### src/rtl/spindle_speed_pkg.sv
package spindle_speed_pkg;
  typedef enum logic {
    PH_PURGE    = 1'b0,
    PH_REGULATE = 1'b1
  } phase_e;

  function automatic int unsigned width_for(input int unsigned max_val);
    return (max_val < 2) ? 1 : $clog2(max_val + 1);
  endfunction
endpackage

### src/rtl/spd_mark_detect.sv
module spd_mark_detect (
  input  logic clk_i,
  input  logic rst_ni,
  input  logic index_i,
  output logic mark_o
);
  logic index_q;

  always_ff @(posedge clk_i or negedge rst_ni) begin
    if (!rst_ni) index_q <= 1'b0;
    else         index_q <= index_i;
  end

  assign mark_o = index_i & ~index_q;
endmodule

### src/rtl/spd_interval_timer.sv
module spd_interval_timer #(
  parameter int unsigned SLOW_LIMIT = 2000,
  parameter int unsigned CNT_W      = 11
) (
  input  logic             clk_i,
  input  logic             rst_ni,
  input  logic             clear_i,
  input  logic             tick_i,
  input  logic             mark_i,
  output logic [CNT_W-1:0] count_o
);
  localparam logic [CNT_W-1:0] SAT = CNT_W'(SLOW_LIMIT + 1);

  logic [CNT_W-1:0] count_q;

  always_ff @(posedge clk_i or negedge rst_ni) begin
    if (!rst_ni) begin
      count_q <= '0;
    end else if (clear_i) begin
      count_q <= '0;
    end else if (mark_i) begin
      // a coincident tick opens the new interval
      count_q <= tick_i ? CNT_W'(1) : '0;
    end else if (tick_i && (count_q != SAT)) begin
      count_q <= count_q + CNT_W'(1);
    end
  end

  assign count_o = count_q;
endmodule

### src/rtl/spd_purge_counter.sv
module spd_purge_counter #(
  parameter int unsigned PURGE_MARKS = 1024
) (
  input  logic clk_i,
  input  logic rst_ni,
  input  logic clear_i,
  input  logic mark_i,
  output logic done_o,
  output logic finish_o
);
  localparam int unsigned PW = spindle_speed_pkg::width_for(PURGE_MARKS);
  localparam logic [PW-1:0] LAST = PW'(PURGE_MARKS - 1);
  localparam logic [PW-1:0] FULL = PW'(PURGE_MARKS);

  logic [PW-1:0] cnt_q;

  assign done_o   = (cnt_q == FULL);
  assign finish_o = mark_i && (cnt_q == LAST);

  always_ff @(posedge clk_i or negedge rst_ni) begin
    if (!rst_ni)                cnt_q <= '0;
    else if (clear_i)           cnt_q <= '0;
    else if (mark_i && !done_o) cnt_q <= cnt_q + PW'(1);
  end
endmodule

### src/rtl/spd_speed_ctrl.sv
module spd_speed_ctrl #(
  parameter int unsigned SLOW_LIMIT = 2000,
  parameter int unsigned CNT_W      = 11
) (
  input  logic             clk_i,
  input  logic             rst_ni,
  input  logic             clear_i,
  input  logic             purge_done_i,
  input  logic             purge_finish_i,
  input  logic             mark_i,
  input  logic             tick_i,
  input  logic [CNT_W-1:0] count_i,
  output logic             fast_o,
  output logic             ready_o
);
  import spindle_speed_pkg::*;

  localparam logic [CNT_W-1:0] LIM = CNT_W'(SLOW_LIMIT);

  phase_e phase;
  logic   good_mark, overrun;
  logic   fast_q, ready_q;

  assign phase     = purge_done_i ? PH_REGULATE : PH_PURGE;
  assign good_mark = mark_i && (count_i <= LIM);
  // this tick pushes the open interval past the limit
  assign overrun   = !mark_i && tick_i && (count_i == LIM);

  always_ff @(posedge clk_i or negedge rst_ni) begin
    if (!rst_ni) begin
      fast_q  <= 1'b1;
      ready_q <= 1'b0;
    end else if (clear_i) begin
      fast_q  <= 1'b1;
      ready_q <= 1'b0;
    end else if (phase == PH_PURGE) begin
      ready_q <= 1'b0;
      fast_q  <= !purge_finish_i;
    end else if (mark_i) begin
      fast_q  <= !good_mark;
      ready_q <= good_mark;
    end else if (overrun) begin
      fast_q  <= 1'b1;
      ready_q <= 1'b0;
    end
  end

  assign fast_o  = fast_q;
  assign ready_o = ready_q;
endmodule

### src/rtl/spindle_speed_reg.sv
module spindle_speed_reg #(
  parameter int unsigned PURGE_MARKS = 1024,
  parameter int unsigned SLOW_LIMIT  = 2000
) (
  input  logic clk_i,
  input  logic rst_ni,
  input  logic stop_i,
  input  logic tick_i,
  input  logic index_i,
  output logic fast_o,
  output logic ready_o
);
  localparam int unsigned CNT_W = spindle_speed_pkg::width_for(SLOW_LIMIT + 1);

  logic             mark_raw, mark;
  logic [CNT_W-1:0] count;
  logic             purge_done, purge_finish;

  spd_mark_detect i_mark (
    .clk_i   (clk_i),
    .rst_ni  (rst_ni),
    .index_i (index_i),
    .mark_o  (mark_raw)
  );

  assign mark = mark_raw && !stop_i;

  spd_interval_timer #(.SLOW_LIMIT(SLOW_LIMIT), .CNT_W(CNT_W)) i_timer (
    .clk_i   (clk_i),
    .rst_ni  (rst_ni),
    .clear_i (stop_i),
    .tick_i  (tick_i),
    .mark_i  (mark),
    .count_o (count)
  );

  spd_purge_counter #(.PURGE_MARKS(PURGE_MARKS)) i_purge (
    .clk_i    (clk_i),
    .rst_ni   (rst_ni),
    .clear_i  (stop_i),
    .mark_i   (mark),
    .done_o   (purge_done),
    .finish_o (purge_finish)
  );

  spd_speed_ctrl #(.SLOW_LIMIT(SLOW_LIMIT), .CNT_W(CNT_W)) i_ctrl (
    .clk_i          (clk_i),
    .rst_ni         (rst_ni),
    .clear_i        (stop_i),
    .purge_done_i   (purge_done),
    .purge_finish_i (purge_finish),
    .mark_i         (mark),
    .tick_i         (tick_i),
    .count_i        (count),
    .fast_o         (fast_o),
    .ready_o        (ready_o)
  );
endmodule

### config.mk
export PLATFORM = sky130hd
export DESIGN_NAME = spindle_speed_reg
export DESIGN_NICKNAME = d
export VERILOG_FILES = /design/src/rtl/spindle_speed_pkg.sv /design/src/rtl/spd_mark_detect.sv /design/src/rtl/spd_interval_timer.sv /design/src/rtl/spd_purge_counter.sv /design/src/rtl/spd_speed_ctrl.sv /design/src/rtl/spindle_speed_reg.sv
export SDC_FILE = /design/constraint.sdc
export NUM_CORES = 1
export LEC_CHECK = 0
export ABC_AREA = 1
export BUFFER_PORTS_ARGS = -buffer_cell sky130_fd_sc_hd__buf_2
export CORE_ASPECT_RATIO = 0.5
export CORE_MARGIN = 1
export CORE_UTILIZATION = 41
export DETAILED_ROUTE_END_ITERATION = 12
export HOLD_SLACK_MARGIN = 0.15
export SYNTH_ARGS = -nofsm -noshare
export SYNTH_HDL_FRONTEND = slang
export SYNTH_SLANG_ARGS = --single-unit
### constraint.sdc
create_clock -name clk_i -period 1.6 [get_ports clk_i]
set_input_delay 0.32 -clock clk_i [delete_from_list [all_inputs] [get_ports clk_i]]
set_output_delay 0.32 -clock clk_i [all_outputs]
set_load 0.005 [all_outputs]
==> flow_metrics.env <==
export IMPL_status="finished, final reports clean"
export IMPL_dieWidth_um=93.74
export IMPL_grt_pass1_wl_mm=6.230
export IMPL_maxCapViolations=0
export IMPL_layout_min_cycle_time_ns=1.567
export IMPL_core_area_um2=3964
export IMPL_hold_viol_final=0
export IMPL_seq_area_frac_synth_pct=36.33
export IMPL_numCtsBuffers=3
export IMPL_synth_warnings=0
export IMPL_grt_overflow=0
export IMPL_via_count=1536
export IMPL_ant_nets=0
export IMPL_ioPinCount=7
export IMPL_met1_length_mm=1.890
export IMPL_worst_clock_skew_ns=0.005226
export IMPL_avgSynthCellArea_um2=7.437
export IMPL_worstPathRequired_ns=1.78
export IMPL_yosysUniqueCellTypes=32
export IMPL_cp_arrival_ns=1.75
export IMPL_wl_met3_um=137
export IMPL_cts_root_buf="clkbuf_8"
export IMPL_worstReg2RegStart="i_purge.cnt_q[0]$_DFFE_PN0P_"
export IMPL_clk_latency_ns=0.28
export IMPL_dpl_cell_count=290
export IMPL_peakVddDrop_mv=0.2696
export IMPL_syn_num_nets=242
export IMPL_max_stage_delay_ns=0.42
export IMPL_first_global_vias=1366
export IMPL_hold_start="stop_i"
export IMPL_layout_drive_gt1_share_pct=24.08
export IMPL_hpwl_mm=2.723
export IMPL_vias_per_cell=5.137
export IMPL_drt_iter0_drc=40
export IMPL_p_leak_nw=0.8564
export IMPL_r2r_slack_ns=0.03
export IMPL_setup_violations=0
export IMPL_synth_area_um2=1725
export IMPL_crit_top_cell="nand2_1"
export IMPL_cts_clk_slew_worst_paths_ns=0.10
export IMPL_max_freq_ghz=0.6381
export IMPL_critPathMaxFanout=5
export IMPL_num_antenna_cells=0
export IMPL_start_util_pct=43.53
export IMPL_power_density_nw_per_um2=617.5
export IMPL_totalWireLength_mm=3.757
export IMPL_path_cells="inv_2, ha_4, nand2_4, nor3_4, buf_4, nand3b_1, nand2_1, nand2_2, nand2_1, nand2_1"
export IMPL_die_area_um2=4487
export IMPL_start_kind="flop"
export IMPL_antenna_found_initial=0
export IMPL_finalMaxSlewViolations=0
export IMPL_cp_slowest_cell="dfrtp_1"
export IMPL_rr_worst_depth=10
export IMPL_reg2reg_to="i_purge.cnt_q[4]$_DFFE_PN0P_"
export IMPL_relSlewSlack_pct=60.34
export IMPL_gp_congestion=0.8660
export IMPL_fin_cells=299
export IMPL_critPathKind="reg -> reg"
export IMPL_route_detailed_drc=0
export IMPL_core_rowCount=16
export IMPL_dr_pass1_iters=4
export IMPL_n_fill_cell=405
export IMPL_endpoint_kind="flop"
export IMPL_rsz0062_at_grt="true"
export IMPL_wire_per_inst_um=12.57
export IMPL_hold_path_class="in -> reg"
export IMPL_whs_path_depth=4
export IMPL_top_layer_used="met4"
export IMPL_final_util_pct=48.86
export IMPL_htreeDepth=1
export IMPL_hold_path_end="i_timer.count_o[3]$_DFFE_PN0P_"
export IMPL_nNetsFinal=256
export IMPL_routed_wl_met2_mm=1.693
export IMPL_die_y_um=47.87
export IMPL_area_delta_synth_final_pct=12.26
export IMPL_grt_max_degree=26
export IMPL_syn_inst=232
export IMPL_fin_crit_sh_pct=97.94
export IMPL_portBuffers=6
export IMPL_worst_pin_slew_ns=0.5948
export IMPL_grt_usage_pct=18.27
export IMPL_ys_ff_latch=25
export IMPL_cts_sinks=25
export IMPL_clk_path_buf_depth=2
export IMPL_tritoncts="yes"
==> critical path: cells and delay by family, from the launching register on <==
family,cells,cell delay [ns]
DFF,1,0.42
and+or+nand+nor,7,0.68
buffers and inverters,2,0.23
adders and majority gates,1,0.14
==> logic make-up (layout without fill, tap and decap cells) <==
| logic type | after synthesis | in the layout | synth area share [%] |
|---|---|---|---|
| AND/OR/NAND/NOR | 145 | 146 | 41.12 |
| buffers and inverters | 33 | 45 | 9.065 |
| flip-flops | 25 | 25 | 36.33 |
| AO/OA/AOI/OAI | 22 | 22 | 8.847 |
| adder cells (fa/ha/maj) | 5 | 5 | 3.626 |
| XOR/XNOR | 2 | 2 | 1.015 |
==> per-layer routing <==
layer / up-vias / global-route usage [%]
met2: 27 / 31.68
met5: - / 0
met3: 6 / 4.127
met4: 0 / 5.846
met1: 730 / 23.56
li1: 773 / -
==> through the flow <==
stage / instance area [um2] / hold WS, ns / power, W / TNS (ns) / setup slack (ns)
floorplan: 1725 / 0.02441 / 0.0007513 / 0 / 0.2137
global placement: 1790 / 0.3534 / 0.0007858 / 0 / 0.05717
detailed placement: 1790 / 0.3618 / 0.0007868 / 0 / 0.05195
CTS: 1859 / 0.3944 / 0.001212 / 0 / 0.03384
global route: 1937 / 0.4053 / 0.001254 / -0.6060 / -0.09920
finish: 1937 / 0.4035 / 0.001196 / 0 / 0.03294
==> state kept, by name (all words and copies together) (netlist names) <==
name,cells
i_ctrl.fast_o,1
i_ctrl.ready_o,1
i_mark.index_q,1
i_purge.cnt_q,11
i_timer.count_o,11
==> area by class of cell <==
cell class	instances	area, um2	area share [%]
Clock buffer	3	41.29	2.132
Timing Repair Buffer	12	80.08	4.134
Clock inverter	1	7.507	0.3876
Tap cell	54	67.56	3.488
Inverter	29	108.9	5.620
Multi-Input combinational cell	175	1005	51.87
Sequential cell	25	626.9	32.36
==> synth_stat cells, drive strengths merged <==
library cell   n  area share (%)
nand4          8             2.9
ha             5             3.6
nor2          34             9.8
o21ai         20             8.0
nand3b         2            0.87
buf            4             2.8
inv           29             6.3
xor2           1            0.51
dfrtp         24              35
nor3           3             1.2
dfstp          1             1.5
nand3         28             8.7
or2            1            0.36
nand2         68              17
o211ai         1            0.44
xnor2          1            0.51
o21bai         1            0.44
nor3b          1            0.73
==> timing repair <==
action	4_1_cts	5_1_grt
endpoints found under the setup margin	0	18
buffers inserted	0	2
hold buffers	2	0
resized for setup	0	14
endpoints found under the hold margin	25	0
==> worst max path at each step <==
| stage | from | to | slack (ns) | cells past startpoint |
|---|---|---|---|---|
| after floorplan | i_timer.count_o[1]$_DFFE_PN0P_ | i_timer.count_o[10]$_DFFE_PN0P_ | 0.21 | 9 |
| after global placement | i_timer.count_o[1]$_DFFE_PN0P_ | i_timer.count_o[3]$_DFFE_PN0P_ | 0.06 | 8 |
| after detailed placement | i_timer.count_o[1]$_DFFE_PN0P_ | i_timer.count_o[5]$_DFFE_PN0P_ | 0.05 | 8 |
| after CTS | i_timer.count_o[1]$_DFFE_PN0P_ | i_timer.count_o[5]$_DFFE_PN0P_ | 0.03 | 8 |
| after global routing | i_purge.cnt_q[1]$_DFFE_PN0P_ | i_purge.cnt_q[6]$_DFFE_PN0P_ | -0.1 | 10 |
| final | i_purge.cnt_q[0]$_DFFE_PN0P_ | i_purge.cnt_q[4]$_DFFE_PN0P_ | 0.03 | 10 |
==> cells in the final DEF (no fill, tap or decap) <==
| cell type | n |
|---|---|
| ha_4 | 1 |
| nand2_1 | 61 |
| nand3_2 | 2 |
| nand3b_1 | 2 |
| dfstp_2 | 1 |
| nor2_8 | 1 |
| nand3_1 | 26 |
| clkbuf_8 | 3 |
| or2_2 | 1 |
| o211ai_1 | 1 |
| nor2_4 | 3 |
| o21ai_0 | 4 |
| nor3b_2 | 1 |
| inv_2 | 10 |
| o21ai_1 | 5 |
| o21bai_1 | 1 |
| xnor2_1 | 1 |
| buf_4 | 4 |
| nor3_4 | 1 |
| nor2_1 | 25 |
| inv_1 | 19 |
| o21ai_2 | 11 |
| nor3_1 | 2 |
| dfrtp_1 | 24 |
| nand2_8 | 2 |
| nand2_4 | 2 |
| dlygate4sd3_1 | 2 |
| ha_1 | 4 |
| buf_2 | 6 |
| nor2_2 | 6 |
| nand4_1 | 8 |
| clkinvlp_4 | 1 |
| nand2_2 | 3 |
| xor2_1 | 1 |
==> where the power goes <==
part | switching, W | internal, W
clock network | 0.000227 | 0.000177
registers | 0.0000111 | 0.000642
logic | 0.0000947 | 0.0000447
total | 0.000333 | 0.000864
No activity file was read; power rests on OpenSTA's default activity.
